[src/rtl/irqc_pkg.sv]
package irqc_pkg;
  localparam int unsigned SEL_W = 3;

  typedef enum logic [SEL_W-1:0] {
    SEL_MASK  = 3'd0,
    SEL_POL   = 3'd1,
    SEL_TYPE  = 3'd2,
    SEL_RAW   = 3'd3,
    SEL_MSTAT = 3'd4
  } irqc_sel_e;
endpackage

[src/rtl/irqc_sync.sv]
module irqc_sync #(
  parameter int unsigned W = 32
) (
  input  logic         clk,
  input  logic         rst_n,
  input  logic [W-1:0] async_i,
  output logic [W-1:0] sync_o
);
  logic [W-1:0] stage1_q, stage2_q;

  always_ff @(posedge clk or negedge rst_n) begin
    if (!rst_n) begin
      stage1_q <= '0;
      stage2_q <= '0;
    end else begin
      stage1_q <= async_i;
      stage2_q <= stage1_q;
    end
  end

  assign sync_o = stage2_q;
endmodule

[src/rtl/irqc_regs.sv]
module irqc_regs
  import irqc_pkg::*;
#(
  parameter int unsigned         NSRC      = 32,
  parameter logic [NSRC-1:0]     POL_RESET = '0,
  parameter logic [NSRC-1:0]     TYPE_RESET = '0
) (
  input  logic             clk,
  input  logic             rst_n,
  input  logic [SEL_W-1:0] addr_i,
  input  logic [NSRC-1:0]  wdata_i,
  input  logic             we_i,
  output logic [NSRC-1:0]  mask_o,
  output logic [NSRC-1:0]  pol_o,
  output logic [NSRC-1:0]  type_o,
  output logic [NSRC-1:0]  clr_o
);
  logic            en_mask, en_pol, en_type;
  logic [NSRC-1:0] mask_q, pol_q, type_q;
  logic [NSRC-1:0] mask_d, pol_d, type_d;

  always_comb begin
    en_mask = 1'b0;
    en_pol  = 1'b0;
    en_type = 1'b0;
    clr_o   = '0;
    if (we_i) begin
      unique case (irqc_sel_e'(addr_i))
        SEL_MASK: en_mask = 1'b1;
        SEL_POL:  en_pol  = 1'b1;
        SEL_TYPE: en_type = 1'b1;
        SEL_RAW:  clr_o   = wdata_i;
        default:  ;
      endcase
    end
    mask_d = en_mask ? wdata_i : mask_q;
    pol_d  = en_pol  ? wdata_i : pol_q;
    type_d = en_type ? wdata_i : type_q;
  end

  always_ff @(posedge clk or negedge rst_n) begin
    if (!rst_n) begin
      mask_q <= '0;
      pol_q  <= POL_RESET;
      type_q <= TYPE_RESET;
    end else begin
      mask_q <= mask_d;
      pol_q  <= pol_d;
      type_q <= type_d;
    end
  end

  assign mask_o = mask_q;
  assign pol_o  = pol_q;
  assign type_o = type_q;

  AST_CLR_ONLY_ON_WRITE: assert property (@(posedge clk) disable iff (!rst_n)
    (clr_o != '0) |-> (we_i && addr_i == SEL_RAW));
endmodule

[src/rtl/irqc_detect.sv]
module irqc_detect #(
  parameter int unsigned NSRC = 32
) (
  input  logic            clk,
  input  logic            rst_n,
  input  logic [NSRC-1:0] lvl_i,
  input  logic [NSRC-1:0] pol_i,
  input  logic [NSRC-1:0] type_i,
  input  logic [NSRC-1:0] clr_i,
  output logic [NSRC-1:0] raw_o
);
  logic [NSRC-1:0] act, evt;
  logic [NSRC-1:0] prev_q, prev_d;
  logic [NSRC-1:0] raw_q, raw_d;

  always_comb begin
    act    = ~(lvl_i ^ pol_i);
    evt    = type_i & act & ~prev_q;
    prev_d = act;
    raw_d  = (type_i & (evt | (raw_q & ~clr_i))) | (~type_i & act);
  end

  // prev resets to all ones so no edge is seen before a real inactive sample
  always_ff @(posedge clk or negedge rst_n) begin
    if (!rst_n) begin
      prev_q <= '1;
      raw_q  <= '0;
    end else begin
      prev_q <= prev_d;
      raw_q  <= raw_d;
    end
  end

  assign raw_o = raw_q;

  for (genvar i = 0; i < NSRC; i++) begin : g_chk
    AST_LEVEL_TRACK: assert property (@(posedge clk) disable iff (!rst_n)
      !type_i[i] |=> raw_q[i] == $past(lvl_i[i] == pol_i[i]));
    AST_EDGE_HOLD: assert property (@(posedge clk) disable iff (!rst_n)
      (type_i[i] && raw_q[i] && !clr_i[i]) |=> raw_q[i]);
    AST_EDGE_CLEAR: assert property (@(posedge clk) disable iff (!rst_n)
      (type_i[i] && clr_i[i] && !evt[i]) |=> !raw_q[i]);
    AST_CLEAR_RACE: assert property (@(posedge clk) disable iff (!rst_n)
      (type_i[i] && clr_i[i] && evt[i]) |=> raw_q[i]);
  end
endmodule

[src/rtl/irq_polarity_ctrl.sv]
module irq_polarity_ctrl
  import irqc_pkg::*;
#(
  parameter int unsigned     NSRC       = 32,
  parameter logic [NSRC-1:0] POL_RESET  = 32'h3FF0_EFE0,
  parameter logic [NSRC-1:0] TYPE_RESET = 32'h0000_0000
) (
  input  logic             clk,
  input  logic             rst_n,
  input  logic [NSRC-1:0]  src_i,
  input  logic [SEL_W-1:0] addr_i,
  input  logic [NSRC-1:0]  wdata_i,
  input  logic             we_i,
  output logic [NSRC-1:0]  rdata_o,
  output logic             irq_o
);
  logic [NSRC-1:0] lvl, mask, pol, typ, clr, raw, mstat;
  logic            irq_q, irq_d;

  irqc_sync #(.W(NSRC)) u_sync (
    .clk(clk), .rst_n(rst_n), .async_i(src_i), .sync_o(lvl)
  );

  irqc_regs #(.NSRC(NSRC), .POL_RESET(POL_RESET), .TYPE_RESET(TYPE_RESET)) u_regs (
    .clk(clk), .rst_n(rst_n), .addr_i(addr_i), .wdata_i(wdata_i), .we_i(we_i),
    .mask_o(mask), .pol_o(pol), .type_o(typ), .clr_o(clr)
  );

  irqc_detect #(.NSRC(NSRC)) u_detect (
    .clk(clk), .rst_n(rst_n), .lvl_i(lvl), .pol_i(pol), .type_i(typ),
    .clr_i(clr), .raw_o(raw)
  );

  always_comb begin
    mstat = raw & mask;
    irq_d = |mstat;
    unique case (irqc_sel_e'(addr_i))
      SEL_MASK:  rdata_o = mask;
      SEL_POL:   rdata_o = pol;
      SEL_TYPE:  rdata_o = typ;
      SEL_RAW:   rdata_o = raw;
      SEL_MSTAT: rdata_o = mstat;
      default:   rdata_o = '0;
    endcase
  end

  always_ff @(posedge clk or negedge rst_n) begin
    if (!rst_n) irq_q <= 1'b0;
    else        irq_q <= irq_d;
  end

  assign irq_o = irq_q;

  AST_IRQ_LATENCY: assert property (@(posedge clk) disable iff (!rst_n)
    1'b1 |=> irq_o == $past(|(raw & mask)));
endmodule

[config.mk]
export PLATFORM = sky130hd
export DESIGN_NAME = irq_polarity_ctrl
export DESIGN_NICKNAME = d
export VERILOG_FILES = /design/src/rtl/irqc_pkg.sv /design/src/rtl/irqc_sync.sv /design/src/rtl/irqc_regs.sv /design/src/rtl/irqc_detect.sv /design/src/rtl/irq_polarity_ctrl.sv
export SDC_FILE = /design/constraint.sdc
export NUM_CORES = 1
export LEC_CHECK = 0
export ABC_AREA = 1
export BUFFER_PORTS_ARGS = -buffer_cell sky130_fd_sc_hd__buf_4
export CAP_MARGIN = 20
export CORE_UTILIZATION = 35
export DETAILED_ROUTE_END_ITERATION = 6
export SYNTH_ARGS = -nofsm -noshare
export SYNTH_HDL_FRONTEND = slang
export SYNTH_SLANG_ARGS = --single-unit
[constraint.sdc]
create_clock -name clk -period 4.8 [get_ports clk]
set_input_delay 0.96 -clock clk [delete_from_list [all_inputs] [get_ports clk]]
set_output_delay 0.96 -clock clk [all_outputs]
set_load 0.02 [all_outputs]
==> flow_metrics.tcl, run 1 <==
set metrics [dict create \
    tightest_slew_ns 0.8899 \
    seq_area_frac_synth_pct 59.42 \
    final_hold_viol_count 0 \
    dp.cells 1560 \
    p_total_w 0.005317 \
    nets 1316 \
    maxSlewHeadroom_pct 40.61 \
    die_area_mm2 0.02805 \
    cp.depth 8 \
    port_buffers 102 \
    via_per_inst 4.548 \
    reg2reg_depth 6 \
    layout_commonest_cell "nand2_1" \
    first_pass_iters 5 \
    synth-seq-cells 225 \
    use_met2_pct 27.03 \
    slowest_delay_ns 0.58 \
    static-leakage-power_nw 5.890 \
    arrival_ns 2.85 \
    antenna_cells 0 \
    hold_buffers 0 \
    avgSynthCellArea_um2 8.364 \
    synthToLayoutAreaGrowth_pct 20.56 \
    hpwl_um 15150 \
    grt_max_degree 115 \
    route.antenna.remaining_nets 0 \
    p_per_area_mw_per_mm2 460.1 \
    cp_num_buf_inv 3 \
    cts-root-buf "clkbuf_16" \
    core-area_mm2 0.02688 \
    ys_async_sr_fraction_pct 100.0 \
    syn-num-nets 1216 \
    cp_max_fo 37 \
    min_period_over_period_pct 79.48 \
    busiest_layer "met2" \
    fp.dieH_um 167.5 \
    cts_made_buffers 25 \
    synth-main-ff-cell "dfrtp_1" \
    clock_path_buffers 3 \
    htreeDepth 1 \
    finalMaxSlewViolations 0 \
    grt_pass1_wl_um 37900 \
    cpLargestDelayFamily "buffers and inverters" \
    clock_latency_ns 0.52 \
    end_kind "primary output" \
    ys_types 22 \
    post_drt_wl_per_cell_um 14.67 \
    cts_tree "done" \
    grt_pass1_vias 7034 \
    cp_slowest_cell "nand2_1" \
    remaining_drc_errors 0 \
    via_count 7299 \
    post_cts_resize_count 0 \
    r2r_setup_slack_ns 3.57 \
    synth-edff-count 0 \
    grt_overflow_total 0 \
    die_x_um 167.5 \
    crit_type "in -> out" \
    final_cells 1605 \
    finalCriticalPeriod_ns 3.815 \
    cts_setup_buffers 0 \
    layout-drive-gt1-share_pct 17.17 \
    worstSetupEndpoint "rdata_o[31]" \
    start_util_pct 35.67 \
    worstSetupStartpoint "addr_i[1]" \
    status "finished clean" \
    syn_area_mm2 0.009585 \
    start_kind "input port" \
    maxCapViolCount 0 \
    rsz0062_at_grt "false" \
    setup_viol 0 \
    drt-initial-drc-count 502 \
    r2r_start "u_detect.raw_o[9]" \
    syn_inst 1146 \
    rows 60 \
    hp-class "reg -> reg" \
    clkSinkCount 225 \
    grt_usage_pct 17.08 \
    layout_common_cells "nand2_1 (480), dfrtp_1 (173), buf_4 (112)" \
    fmax_mhz 262.1 \
    met1_usage_pct 24.20 \
    antenna_found_initial 1 \
    r2r-end "irq_o" \
    wl_um 23540 \
    whs_ns 0.3447 \
    crit_chain "buf_4, nor2_1, nand2_1, buf_4, nor2_1, nor2_1, nand2_1, buf_4" \
    cp.required_ns 3.84 \
    yosys_warnings 0 \
    use_met3_pct 3.049 \
    setup_tns_ns 0 \
    skew_ns 0.005904 \
    clk_pin_slew_worst_paths_ns 0.06 \
    ir_drop_v 0.0002210 \
    ios 103 \
    place.gp.congestion 0.7828 \
]
## cell type report
type                            count  area (um^2)
Clock buffer                       39        758.2
Multi-Input combinational cell    767         3302
Fill cell                        2702        15320
Timing Repair Buffer              115        895.9
Tap cell                          341        426.7
Inverter                          112        422.9
Sequential cell                   225         5695
Clock inverter                      6        55.05
## cells by family after synthesis
kind of cell | Yosys count | synth area share [%]
buffers and inverters | 154 | 6.266
XOR/XNOR | 32 | 2.924
flip-flops | 225 | 59.42
AND/OR/NAND/NOR | 627 | 25.75
AO/OA/AOI/OAI | 108 | 5.639
## through the flow
step	cell area (um^2)	utilization (%)	setup WS, ns
floorplan	9585	-	1.847
global placement	10740	39.97	0.9618
detailed placement	10740	39.97	0.9687
CTS	11560	43.00	0.9537
global route	11560	43.00	0.8031
finish	11560	43.00	0.9852
## synth_stat cells (2+ instances only)
cell	instances	area share [%]
nand2_2	2	0.13
buf_1	4	0.16
buf_2	13	0.68
nor2_1	74	2.9
nor2_2	2	0.13
nand3_1	64	3.3
dfstp_2	52	14
o21ai_0	2	0.10
clkbuf_1	24	0.94
inv_2	2	0.078
inv_1	108	4.2
dfrtp_1	173	45
nand2_1	481	19
o21ai_1	106	5.5
xnor2_1	32	2.9
## flip-flops by register name, summed over array words and instances, names as in the netlist
| register | flops |
|---|---|
| irq_o | 1 |
| u_detect.prev_q | 32 |
| u_detect.raw_o | 32 |
| u_regs.mask_o | 32 |
| u_regs.pol_o | 32 |
| u_regs.type_o | 32 |
| u_sync.stage1_q | 32 |
| u_sync.sync_o | 32 |
## worst min path at each step
stage	end	startpoint	cells after the start
after CTS	u_sync.sync_o[28]	u_sync.stage1_q[28]	0
after detailed placement	u_sync.sync_o[11]	u_sync.stage1_q[11]	0
after global placement	u_sync.sync_o[14]	u_sync.stage1_q[14]	0
after global routing	u_sync.sync_o[31]	u_sync.stage1_q[31]	0
final	u_sync.sync_o[28]	u_sync.stage1_q[28]	0
after floorplan	u_sync.sync_o[0]	u_sync.stage1_q[0]	0
## layer usage
| layer | vias to the layer above | share of wire, % |
|---|---|---|
| li1 | 3719 | - |
| met1 | 3387 | 48 |
| met2 | 155 | 45 |
| met3 | 36 | 5.0 |
| met4 | 2 | 1.8 |
| met5 | - | 0.051 |
## power breakdown
| part | internal, W | total (W) | switching, W |
|---|---|---|---|
| clock | 0.00113 | 0.00188 | 0.000749 |
| combinational | 0.000359 | 0.000876 | 0.000517 |
| sequential | 0.00230 | 0.00256 | 0.000257 |
| total | 0.00379 | 0.00532 | 0.00152 |
Power figures use the tool's default switching activity.
==> run 2, diff against run 1 <==
Clock period 4.8 ns to 3.7 ns, I/O delays scaled along.
==> run 2 against run 1 <==
  * Sequential cell count unchanged
  * Sequential power up 30%
  * Critical path depth down 1
  * Clock power up 45%
  * Sequential share of layout area down 0.80 points
  * Clock-buffer cell count down 1
  * Critical path type unchanged
  * Largest power group unchanged
==> flow_metrics.tcl, run 2 (synthesized netlist as in run 1, its figures left out) <==
set metrics [dict create \
    setup_viol 0 \
    layout-drive-gt1-share_pct 17.83 \
    cts_setup_buffers 0 \
    fmax_mhz 326.0 \
    drt-initial-drc-count 553 \
    slowest_delay_ns 0.41 \
    htreeDepth 1 \
    hold_buffers 0 \
    use_met3_pct 3.262 \
    use_met2_pct 26.79 \
    layout_common_cells "nand2_1 (480), dfrtp_1 (173), buf_4 (117)" \
    synthToLayoutAreaGrowth_pct 22.54 \
    r2r_start "u_detect.raw_o[10]" \
    skew_ns 0.02154 \
    p_per_area_mw_per_mm2 612.1 \
    clock_path_buffers 3 \
    via_count 7409 \
    end_kind "primary output" \
    rows 60 \
    via_per_inst 4.590 \
    cts_made_buffers 26 \
    wl_um 23400 \
    setup_tns_ns 0 \
    busiest_layer "met2" \
    clkSinkCount 225 \
    hpwl_um 15190 \
    first_pass_iters 6 \
    crit_chain "buf_4, inv_2, nand2_1, nor2_1, nor2_1, nand2_1, buf_4" \
    post_cts_resize_count 0 \
    fp.dieH_um 167.5 \
    grt_overflow_total 0 \
    crit_type "in -> out" \
    antenna_cells 0 \
    static-leakage-power_nw 5.988 \
    arrival_ns 2.33 \
    tightest_slew_ns 0.5050 \
    cp.required_ns 2.96 \
    finalCriticalPeriod_ns 3.067 \
    nets 1324 \
    cp_max_fo 37 \
    die_x_um 167.5 \
    start_util_pct 35.67 \
    port_buffers 102 \
    ios 103 \
    whs_ns 0.1430 \
    cts_tree "done" \
    hp-class "in -> async" \
    maxCapViolCount 0 \
    maxSlewHeadroom_pct 66.33 \
    status "finished clean" \
    final_hold_viol_count 0 \
    clk_pin_slew_worst_paths_ns 0.06 \
    cpLargestDelayFamily "buffers and inverters" \
    cp_num_buf_inv 3 \
    core-area_mm2 0.02688 \
    layout_commonest_cell "nand2_1" \
    rsz0062_at_grt "false" \
    ir_drop_v 0.0003299 \
    met1_usage_pct 24.67 \
    finalMaxSlewViolations 0 \
    start_kind "input port" \
    min_period_over_period_pct 82.90 \
    reg2reg_depth 6 \
    place.gp.congestion 0.7698 \
    die_area_mm2 0.02805 \
    antenna_found_initial 0 \
    r2r_setup_slack_ns 2.52 \
    post_drt_wl_per_cell_um 14.50 \
    grt_max_degree 84 \
    route.antenna.remaining_nets 0 \
    p_total_w 0.007190 \
    grt_pass1_wl_um 38860 \
    clock_latency_ns 0.54 \
    remaining_drc_errors 0 \
    cp_slowest_cell "buf_4" \
    grt_pass1_vias 7345 \
    grt_usage_pct 17.27 \
    r2r-end "irq_o" \
    cts-root-buf "clkbuf_16" \
]
-- run 2: changes by cell type in the layout (fill, tap and decap cells not counted), sizes merged --
| cell | delta |
|---|---|
| buf | +7 |
| clkbuf | -1 |
| clkinv | -1 |
| bufinv | +3 |
| inv | +1 |
-- run 2: cell type report --
cell class / count / area, um^2
clock buffer: 38 / 765.7
fill: 2648 / 15130
inverter: 112 / 422.9
sequential: 225 / 5695
timing repair buffer: 122 / 973.4
clock inverter: 9 / 160.2
tap: 341 / 426.7
multi-input combinational: 767 / 3302
-- run 2: per-layer routing --
layer / vias to the layer above / share of wire [%]
met2: 234 / 44
met4: 0 / 2.4
li1: 3738 / -
met3: 43 / 6.9
met1: 3394 / 47
met5: - / 0
-- run 2: per-stage QoR --
step / setup slack [ns] / cell area (um^2) / utilization [%] / std cells
after global placement: 0.6356 / 10820 / 40.26 / 1567
after detailed placement: 0.6751 / 10820 / 40.26 / 1567
final: 0.6328 / 11750 / 43.71 / 1614
after global routing: 0.5235 / 11750 / 43.71 / 1614
after floorplan: 1.187 / 9585 / - / 1146
after CTS: 0.6691 / 11750 / 43.71 / 1614
-- run 2: worst register-to-register path, stage by stage, from the launching register on --
cell,delay [ns]
dfrtp_1,0.41
nand2_1,0.11
nand2_1,0.06
nor2_1,0.16
nand2_1,0.09
nor2_1,0.14
nand2_1,0.11
-- run 2: worst max-delay path by stage --
| stage | startpoint | end | depth (start not counted) |
|---|---|---|---|
| 6_report | addr_i[1] | rdata_o[20] | 7 |
| 5_1_grt | addr_i[1] | rdata_o[2] | 7 |
| 4_1_cts | addr_i[1] | rdata_o[20] | 7 |
| 3_5_place_dp | addr_i[1] | rdata_o[20] | 7 |
| 3_3_place_gp | addr_i[1] | rdata_o[20] | 7 |
| 2_1_floorplan | addr_i[1] | rdata_o[11] | 7 |
-- run 2: power by group --
| part | internal [W] | switching, W |
|---|---|---|
| sequential | 0.00299 | 0.000340 |
| combinational | 0.000472 | 0.000665 |
| clock | 0.00171 | 0.00101 |
==> run 3, diff against run 2 <==
Clock period 3.7 ns to 3 ns, I/O delays scaled along.
==> run 3 against run 2 <==
  * Sequential power grew 23%
  * Power grew 17%
  * Utilization shrank 0.46 points
  * Register-to-register slack lost 0.72 ns
  * Clock skew shrank 0.015 ns
  * Via count shrank 0.15%
  * Setup slack lost 0.28 ns
  * Hold slack lost 0.025 ns
==> flow_metrics.tcl, run 3 (synthesized netlist as in run 1, its figures left out) <==
set metrics [dict create \
    die_x_um 167.5 \
    layout-drive-gt1-share_pct 17.55 \
    cts_made_buffers 25 \
    layout_common_cells "nand2_1 (480), dfrtp_1 (173), buf_4 (116)" \
    arrival_ns 2.05 \
    start_util_pct 35.67 \
    post_drt_wl_per_cell_um 14.55 \
    core-area_mm2 0.02688 \
    route.antenna.remaining_nets 0 \
    htreeDepth 1 \
    setup_viol 0 \
    hold_buffers 0 \
    start_kind "input port" \
    antenna_found_initial 0 \
    r2r_setup_slack_ns 1.80 \
    rsz0062_at_grt "false" \
    reg2reg_depth 6 \
    maxSlewHeadroom_pct 53.43 \
    dp.cells 1567 \
    skew_ns 0.006963 \
    grt_usage_pct 17.09 \
    place_area_mm2 0.01083 \
    post_cts_resize_count 0 \
    hpwl_um 15120 \
    via_per_inst 4.589 \
    route.met2.wl_um 10690 \
    clk_pin_slew_worst_paths_ns 0.06 \
    whs_ns 0.1184 \
    cts-root-buf "clkbuf_16" \
    port_buffers 102 \
    r2r_start "u_detect.raw_o[22]" \
    grt_pass1_wl_um 38180 \
    maxCapViolCount 0 \
    tightest_slew_ns 0.6986 \
    fmax_mhz 377.2 \
    drt-initial-drc-count 548 \
    finalMaxSlewViolations 0 \
    min_period_over_period_pct 88.37 \
    hp-class "in -> async" \
    wl_um 23450 \
    die_area_mm2 0.02805 \
    final_cells 1612 \
    remaining_drc_errors 0 \
    first_pass_iters 5 \
    crit_type "in -> out" \
    wl_met1_um 11000 \
    nets 1323 \
    static-leakage-power_nw 5.926 \
    antenna_cells 0 \
    clkSinkCount 225 \
    worstSetupEndpoint "rdata_o[18]" \
    cts_tree "done" \
    grt_pass1_vias 7135 \
    design_area_mm2 0.01162 \
    end_kind "primary output" \
    ios 103 \
    via_count 7398 \
    grt_max_degree 90 \
    status "finished clean" \
    n_fill_cell 2675 \
    finalCriticalPeriod_ns 2.651 \
    rows 60 \
    clock_path_buffers 3 \
    synthToLayoutAreaGrowth_pct 21.25 \
    r2r-end "irq_o" \
    highest_layer "met4" \
    cts_setup_buffers 0 \
    fp.dieH_um 167.5 \
    setup_tns_ns 0 \
    cp_max_fo 25 \
    worstSetupStartpoint "addr_i[1]" \
    ir_drop_v 0.0004759 \
    p_per_area_mw_per_mm2 724.9 \
    layout_commonest_cell "nand2_1" \
    cp.required_ns 2.40 \
    place.gp.congestion 0.7850 \
    route.met3.wl_um 1330 \
    final_hold_viol_count 0 \
    grt_overflow_total 0 \
    clock_latency_ns 0.51 \
]
## run 3: cell count changes in the layout (fill, tap and decap cells not counted), sizes merged
cell      delta
bufinv       -4
inv          -1
clkbuf       +2
clkinvlp     +1
## run 3: critical path: stages
cell     delay [ns]
buf_4          0.31
inv_2          0.27
nand2_1        0.36
nor2_1         0.09
nor2_1         0.15
nand2_1        0.09
buf_4          0.16
## run 3: area by class of cell
cell class | instances | area (um^2) | area share [%]
clock inverter | 5 | 27.53 | 0.2368
multi-input combinational | 767 | 3302 | 28.41
timing repair buffer | 122 | 985.9 | 8.483
clock buffer | 40 | 762.0 | 6.556
tap | 341 | 426.7 | 3.671
inverter | 112 | 422.9 | 3.639
sequential | 225 | 5695 | 49.00
## run 3: where the power goes
group	switching [W]	leakage, nW	internal (W)
logic	0.000828	2.91	0.000584
clock network	0.00119	0.390	0.00173
registers	0.000410	2.63	0.00369
total	0.00243	5.93	0.00600
## run 3: through the flow
| step | util, % | setup WS, ns | power (W) |
|---|---|---|---|
| 2_1_floorplan | - | 0.7673 | 0.004969 |
| 3_3_place_gp | 40.31 | 0.3185 | 0.005530 |
| 3_5_place_dp | 40.31 | 0.3021 | 0.005568 |
| 4_1_cts | 43.24 | 0.2986 | 0.008540 |
| 5_1_grt | 43.24 | 0.2003 | 0.008927 |
| 6_report | 43.24 | 0.3488 | 0.008425 |
## run 3: worst min path at each step
stage,from,to,slack (ns)
after CTS,rst_n,u_regs.mask_o[1],0.13
after floorplan,rst_n,irq_o,0.30
after detailed placement,u_sync.stage1_q[0],u_sync.sync_o[0],0.33
final,rst_n,u_sync.stage1_q[2],0.12
after global placement,u_sync.stage1_q[27],u_sync.sync_o[27],0.33
after global routing,rst_n,u_sync.stage1_q[2],0.16
## run 3: metal layers
metal	vias up	global-route usage (%)
met2	201	27.17
met4	0	4.348
li1	3733	-
met1	3432	24.29
met3	32	2.718
met5	-	0
